File: src/rtl/txs_pkg.sv
package txs_pkg;
  localparam int RATE_W = 2;
  localparam int THR_W  = 2;

  typedef enum logic [1:0] {ST_OFF, ST_START, ST_ACTIVE} tx_state_e;

  typedef struct packed {
    logic              pattern;
    logic              transp;
    logic              ask;
    logic [THR_W-1:0]  thr;
    logic [RATE_W-1:0] rate;
  } tx_cfg_t;
endpackage

File: src/rtl/txs_fifo.sv
module txs_fifo #(
  parameter int DEPTH  = 4,
  parameter int DATA_W = 8,
  localparam int AW = $clog2(DEPTH)
) (
  input  logic              clk,
  input  logic              rst,
  input  logic              flush,
  input  logic              wr,
  input  logic [DATA_W-1:0] wdata,
  input  logic              rd,
  output logic [DATA_W-1:0] rdata,
  output logic              full,
  output logic              empty
);
  logic [DATA_W-1:0] mem [DEPTH];
  logic [AW:0] wp, rp;

  always_ff @(posedge clk) begin
    if (wr) mem[wp[AW-1:0]] <= wdata;
  end

  always_ff @(posedge clk) begin
    if (rst || flush) begin
      wp <= '0;
      rp <= '0;
    end else begin
      if (wr) wp <= wp + 1'b1;
      if (rd) rp <= rp + 1'b1;
    end
  end

  assign rdata = mem[rp[AW-1:0]];
  assign empty = (wp == rp);
  assign full  = (wp[AW-1:0] == rp[AW-1:0]) && (wp[AW] != rp[AW]);

  p_no_write_when_full_r8: assert property (@(posedge clk) disable iff (rst)
    wr |-> !full);
  p_no_read_when_empty_r9: assert property (@(posedge clk) disable iff (rst)
    rd |-> !empty);
endmodule

File: src/rtl/txs_rate_gen.sv
module txs_rate_gen #(
  parameter int RATE_W = 2,
  localparam int PRE_W = (1 << RATE_W) - 1
) (
  input  logic              clk,
  input  logic              rst,
  input  logic              clear,
  input  logic              tick,
  input  logic [RATE_W-1:0] rate,
  output logic              hb_en
);
  logic [PRE_W-1:0] pre;
  logic [PRE_W-1:0] lim;

  always_comb begin
    lim = '0;
    for (int i = 0; i < PRE_W; i++) lim[i] = (i < int'(rate));
  end

  assign hb_en = tick && (pre == lim);

  always_ff @(posedge clk) begin
    if (rst || clear) pre <= '0;
    else if (tick)    pre <= hb_en ? '0 : pre + 1'b1;
  end

  p_prescale_bound_r5: assert property (@(posedge clk) disable iff (rst)
    pre <= lim || $past(rate) != rate);
endmodule

File: src/rtl/txs_shifter.sv
module txs_shifter #(
  parameter int DATA_W = 8,
  localparam int IW = $clog2(DATA_W)
) (
  input  logic              clk,
  input  logic              rst,
  input  logic              flush,
  input  logic              load,
  input  logic [DATA_W-1:0] din,
  input  logic              hb_en,
  input  logic              pattern,
  output logic              busy,
  output logic              done,
  output logic              enc_nxt
);
  logic [DATA_W-1:0] sh, sh_n;
  logic [IW-1:0]     idx, idx_n;
  logic              ph, ph_n, busy_n;

  assign done = busy && hb_en && ph && (idx == '0);

  always_comb begin
    sh_n = sh; idx_n = idx; ph_n = ph; busy_n = busy;
    if (flush) begin
      busy_n = 1'b0;
    end else if (load) begin
      sh_n = din; idx_n = IW'(DATA_W - 1); ph_n = 1'b0; busy_n = 1'b1;
    end else if (busy && hb_en) begin
      if (!ph) begin
        ph_n = 1'b1;
      end else if (idx == '0) begin
        busy_n = 1'b0;
      end else begin
        idx_n = idx - 1'b1;
        ph_n  = 1'b0;
        sh_n  = sh << 1;
      end
    end
    if (!busy_n)   enc_nxt = 1'b0;
    else if (!ph_n) enc_nxt = sh_n[DATA_W-1];
    else           enc_nxt = pattern ? sh_n[DATA_W-1] : ~sh_n[DATA_W-1];
  end

  always_ff @(posedge clk) begin
    if (rst) begin
      sh <= '0; idx <= '0; ph <= 1'b0; busy <= 1'b0;
    end else begin
      sh <= sh_n; idx <= idx_n; ph <= ph_n; busy <= busy_n;
    end
  end

  p_end_on_halfbit_r9: assert property (@(posedge clk) disable iff (rst)
    ($fell(busy) && !$past(flush)) |-> $past(hb_en));
  p_load_idle_r6: assert property (@(posedge clk) disable iff (rst)
    load |-> (!busy || done));
endmodule

File: src/rtl/byte_tx_serializer.sv
module byte_tx_serializer #(
  parameter int DEPTH  = 4,
  parameter int DATA_W = 8,
  localparam int CNT_W = $clog2(DEPTH + 2),
  localparam int RW    = txs_pkg::RATE_W,
  localparam int TW    = txs_pkg::THR_W
) (
  input  logic              clk,
  input  logic              rst,
  input  logic              tx_en,
  input  logic              cfg_wr,
  input  logic [RW-1:0]     cfg_rate,
  input  logic              cfg_ask,
  input  logic              cfg_pattern,
  input  logic              cfg_transp,
  input  logic [TW-1:0]     cfg_thr,
  input  logic              pll_lock,
  input  logic              tick,
  input  logic              wr_en,
  input  logic [DATA_W-1:0] wr_data,
  input  logic              ext_bit,
  input  logic              irq_clr,
  output logic              tx_bit,
  output logic              mod_ask,
  output logic              irq_pulse,
  output logic              irq_status,
  output logic [CNT_W-1:0]  byte_count,
  output logic              overflow,
  output logic              underrun
);
  import txs_pkg::*;

  tx_state_e         state;
  tx_cfg_t           cfg_q;
  logic              flush, wr_try, wr_acc, load, hb_en;
  logic              f_full, f_empty, busy, done, enc_nxt;
  logic [DATA_W-1:0] f_rdata;

  assign flush  = cfg_wr || !tx_en;
  assign wr_try = wr_en && (state != ST_OFF) && !cfg_q.transp && !flush;
  assign wr_acc = wr_try && !f_full;
  assign load   = (state == ST_ACTIVE) && !cfg_q.transp && !flush &&
                  !f_empty && (!busy || done);

  always_ff @(posedge clk) begin
    if (rst) begin
      state <= ST_OFF;
    end else begin
      case (state)
        ST_OFF:    if (tx_en) state <= ST_START;
        ST_START:  if (!tx_en) state <= ST_OFF; else if (pll_lock) state <= ST_ACTIVE;
        default:   if (!tx_en) state <= ST_OFF;
      endcase
    end
  end

  always_ff @(posedge clk) begin
    if (rst) cfg_q <= '0;
    else if (cfg_wr) cfg_q <= '{pattern: cfg_pattern, transp: cfg_transp,
                                ask: cfg_ask, thr: cfg_thr, rate: cfg_rate};
  end
  assign mod_ask = cfg_q.ask;

  txs_fifo #(.DEPTH(DEPTH), .DATA_W(DATA_W)) u_fifo (
    .clk(clk), .rst(rst), .flush(flush), .wr(wr_acc), .wdata(wr_data),
    .rd(load), .rdata(f_rdata), .full(f_full), .empty(f_empty));

  txs_rate_gen #(.RATE_W(RW)) u_rate (
    .clk(clk), .rst(rst), .clear(load || flush), .tick(tick),
    .rate(cfg_q.rate), .hb_en(hb_en));

  txs_shifter #(.DATA_W(DATA_W)) u_shift (
    .clk(clk), .rst(rst), .flush(flush), .load(load), .din(f_rdata),
    .hb_en(hb_en), .pattern(cfg_q.pattern), .busy(busy), .done(done),
    .enc_nxt(enc_nxt));

  always_ff @(posedge clk) begin
    if (rst) tx_bit <= 1'b0;
    else     tx_bit <= cfg_q.transp ? ext_bit : enc_nxt;
  end

  logic dec_net;
  assign dec_net = done && !wr_acc && !flush;

  always_ff @(posedge clk) begin
    if (rst) begin
      byte_count <= '0;
      irq_pulse  <= 1'b0;
      irq_status <= 1'b0;
      overflow   <= 1'b0;
      underrun   <= 1'b0;
    end else begin
      irq_pulse <= dec_net && (byte_count - 1'b1 == CNT_W'(cfg_q.thr));
      if (dec_net && (byte_count - 1'b1 == CNT_W'(cfg_q.thr))) irq_status <= 1'b1;
      else if (irq_clr) irq_status <= 1'b0;
      if (flush) begin
        byte_count <= '0;
      end else if (wr_acc && !done) begin
        byte_count <= byte_count + 1'b1;
      end else if (done && !wr_acc) begin
        byte_count <= byte_count - 1'b1;
      end
      if (cfg_wr) begin
        overflow <= 1'b0;
        underrun <= 1'b0;
      end else begin
        if (wr_try && f_full)        overflow <= 1'b1;
        if (done && !load && !flush) underrun <= 1'b1;
      end
    end
  end

  p_wait_lock_r2: assert property (@(posedge clk) disable iff (rst)
    (state == ST_START && !pll_lock) |=> state != ST_ACTIVE);
  p_count_bound_r6: assert property (@(posedge clk) disable iff (rst)
    byte_count <= CNT_W'(DEPTH + 1));
  p_irq_single_r7: assert property (@(posedge clk) disable iff (rst)
    irq_pulse |=> !irq_pulse);
  p_no_overflow_r8: assert property (@(posedge clk) disable iff (rst)
    $rose(overflow) |-> $past(wr_en));
  p_transp_empty_r10: assert property (@(posedge clk) disable iff (rst)
    cfg_q.transp |-> byte_count == '0);
  p_cfg_clear_r11: assert property (@(posedge clk) disable iff (rst)
    $past(cfg_wr) |-> (byte_count == '0 && !overflow && !underrun));
  p_off_idle_r12: assert property (@(posedge clk) disable iff (rst)
    (state == ST_OFF) |-> !busy);
endmodule

File: config.mk
export PLATFORM = sky130hd
export DESIGN_NAME = byte_tx_serializer
export DESIGN_NICKNAME = d
export VERILOG_FILES = /design/src/rtl/txs_pkg.sv /design/src/rtl/txs_fifo.sv /design/src/rtl/txs_rate_gen.sv /design/src/rtl/txs_shifter.sv /design/src/rtl/byte_tx_serializer.sv
export SDC_FILE = /design/constraint.sdc
export NUM_CORES = 1
export LEC_CHECK = 0
export ABC_AREA = 0
export BUFFER_PORTS_ARGS = -buffer_cell sky130_fd_sc_hd__buf_2
export CORE_ASPECT_RATIO = 0.6
export CORE_UTILIZATION = 58
export CTS_CLUSTER_DIAMETER = 100
export DETAILED_ROUTE_END_ITERATION = 10
export PLACE_DENSITY = 0.79
export SLEW_MARGIN = 20
export SYNTH_ARGS = -nofsm -noshare
export SYNTH_HDL_FRONTEND = slang
export SYNTH_SLANG_ARGS = --single-unit
File: constraint.sdc
create_clock -name clk -period 3.1 [get_ports clk]
set_clock_uncertainty 0.15 [all_clocks]
set_input_delay 0.155 -clock clk [delete_from_list [all_inputs] [get_ports clk]]
set_output_delay 0.155 -clock clk [all_outputs]
set_load 0.05 [all_outputs]
==> results.toml <==
[cells_and_area]
drive_gt1_share_pct = 21.3
area_delta_synth_final_pct = 16.6
final_cell_area_um2 = 3760
antenna_cells = 0
final_cell_mix = "dfxtp_1 (41), nor2_1 (35), buf_2 (32), edfxtp_1 (32), dlygate4sd3_1 (19)"
fillers = 373
final_common_cell = "dfxtp_1"
final_nets = 355

[power]
p_leak_nw = 1.47
vdd_drop_max_v = 0.000318
p_per_area_nw_per_um2 = 463

[outcome]
outcome = "finished, final reports clean"

[drt]
drc = 0
wire_per_inst_um = 15.3
avgViaCountPerCell = 5.46
dr.pass1.iters = 4
drt_iter0_drc = 101
ant_nets = 0
via_count = 2131
wirelength_um = 5970

[logic_synthesis]
syn_area_um2 = 3230
syn_inst = 269
ys_seq_area_share_pct = 55.2
yosys_warnings = 0
syn_area_per_cell_um2 = 12.0
async_reset_ff_share_pct = 0
synth_top_area_share_pct = 29.8
synth_area_leaders = "edfxtp_1 (30%), dfxtp_1 (25%), mux4_2 (5.6%)"
synth_nets = 305
synth_top_area_cell = "edfxtp_1"
synth-edff-count = 32
yosys.cell_types.count = 44
synthFlopType = "dfxtp_1"
synth_seq_cells = 73

[hold_path]
hold_path.class = "in -> reg"

[sta]
rsz0062_at_grt = "no"
worst_pin_slew_ps = 557
fin_hold_ws_ps = 47.8
max_slew_margin_pct = 62.9
fmax_mhz = 343
fin_crit_ps = 2920
finalMaxSlewViolations = 0
setup-violations-final = 0
hold_violations = 0
setup_tns_ps = 0
final.period_utilization_pct = 94.1

[critical_path]
arrival_ps = 3000
start_kind = "register"
crit_required_ps = 3180
cp_max_fo = 23
critPathKind = "reg -> reg"
end_kind = "register"

[die]
fp-row-count = 20
core_um2 = 5200
dieArea_um2 = 5870
initial_utilization_pct = 62.0
die_y_um = 59.8
ios = 33
die_w_um = 98.3

[global_routing]
grt_pass1_vias = 2025
antenna_found_initial = 0
grt_use_total_pct = 23.0
grt_pass1_wl_um = 9940
gr-total-overflow = 0
grt_max_degree = 27

[clock_network]
clk_path_buf_depth = 2
clk_pin_slew_ps = 70
clk_latency_ps = 340
root_buffer = "clkbuf_8"
clock_sinks = 73
cts-htree-levels = 3
cts_buffers = 9
tritoncts = "built"
post-cts-setup-buffer-count = 0

[placed_design]
place_congestion = 0.848
dpl.hpwl_um = 4100
io_buffers = 32
placed_cell_area_um2 = 3400

[flow_run]
maxCapViolations = 0
## logic make-up after synthesis
logic type	count (synthesis)	synth area share (%)
AO/OA/AOI/OAI	38	8.92
multiplexers	24	10.6
buffers and inverters	23	3.49
XOR/XNOR	15	4.07
AND/OR/NAND/NOR	84	13.1
adder cells (fa/ha/maj)	12	4.65
flip-flops	73	55.2
## worst paths after layout
path | end | slack, ps | cells after the start | start
setup / recovery | u_rate.pre[0] | 180 | 7 | cfg_q[1]
setup reg to reg | u_rate.pre[0] | 180 | 7 | cfg_q[1]
hold reg to reg | irq_status | 300 | 1 | irq_status
hold / removal | u_rate.pre[1] | 50 | 4 | tick
## repair_timing
| action | CTS | global route |
|---|---|---|
| hold endpoints to repair | 44 | 0 |
| resized for setup | 0 | 1 |
| hold buffers | 19 | 0 |
| setup endpoints to repair | 0 | 1 |
## synth_stat cells (2+ instances only)
cell and n:
and2_1 5, buf_6 2, nand3_1 4, and4b_1 2, mux4_2 8, nand2_1 12, nand2b_1 4, nor3b_1 3
or2_2 2, xnor2_1 7, nand3b_1 2, mux2i_1 16, a211oi_2 7, ha_1 12, clkbuf_1 10, nor3_1 6
nor2_1 35, o21ai_0 3, inv_1 9, xor2_1 8, edfxtp_1 32, a21oi_1 18, dfxtp_1 41
## stage by stage
stage	setup slack (ps)	instances	utilization (%)	total power, mW
after floorplan	566	269	-	1.08
after global placement	571	355	65.4	1.11
after detailed placement	518	355	65.4	1.11
after CTS	68.0	390	72.2	1.75
after global routing	30.1	390	72.2	1.80
final	183	390	72.2	1.74
## sequential cells by signal (all words and copies together), names as in the netlist, named ones only
signal	flops
cfg_q	6
state	2
u_fifo.wp	3
u_fifo.mem	32
irq_status	1
u_fifo.rp	3
mod_ask	1
u_shift.sh	8
tx_bit	1
u_shift.idx	3
byte_count	3
u_shift.busy	1
overflow	1
u_rate.pre	3
u_shift.ph	1
underrun	1
irq_pulse	1
## report_power, final
group | switching (mW) | internal, mW | leakage (nW)
Clock | 0.328 | 0.307 | 0.0899
Sequential | 0.00713 | 1.01 | 0.620
Combinational | 0.0454 | 0.0436 | 0.761
Total | 0.380 | 1.36 | 1.47
## cell type report
cell class	count	area, um2	share of cell area [%]
Timing Repair Buffer	53	365	9.72
Clock buffer	12	145	3.86
Multi-Input combinational cell	173	1330	35.4
Inverter	9	33.8	0.899
Sequential cell	73	1780	47.4
Clock inverter	4	20.0	0.532
Tap cell	66	82.6	2.20
## critical path, stage by stage (launching register included)
cell and delay (ps):
dfxtp_1 340, or4_4 560, o41ai_2 310, a21oi_1 130, or2_2 550, nand3_2 180, a21oi_1 50, dlygate4sd3_1 540
## per-layer routing
metal | GRT usage [%] | part of all wire, % | vias up
met5 | 0 | 0 | -
met4 | 6.40 | 0.67 | 0
met3 | 8.30 | 4.5 | 4
met2 | 33.5 | 43 | 45
met1 | 32.7 | 52 | 1021
li1 | - | - | 1061
Power figures use the tool's default switching activity.
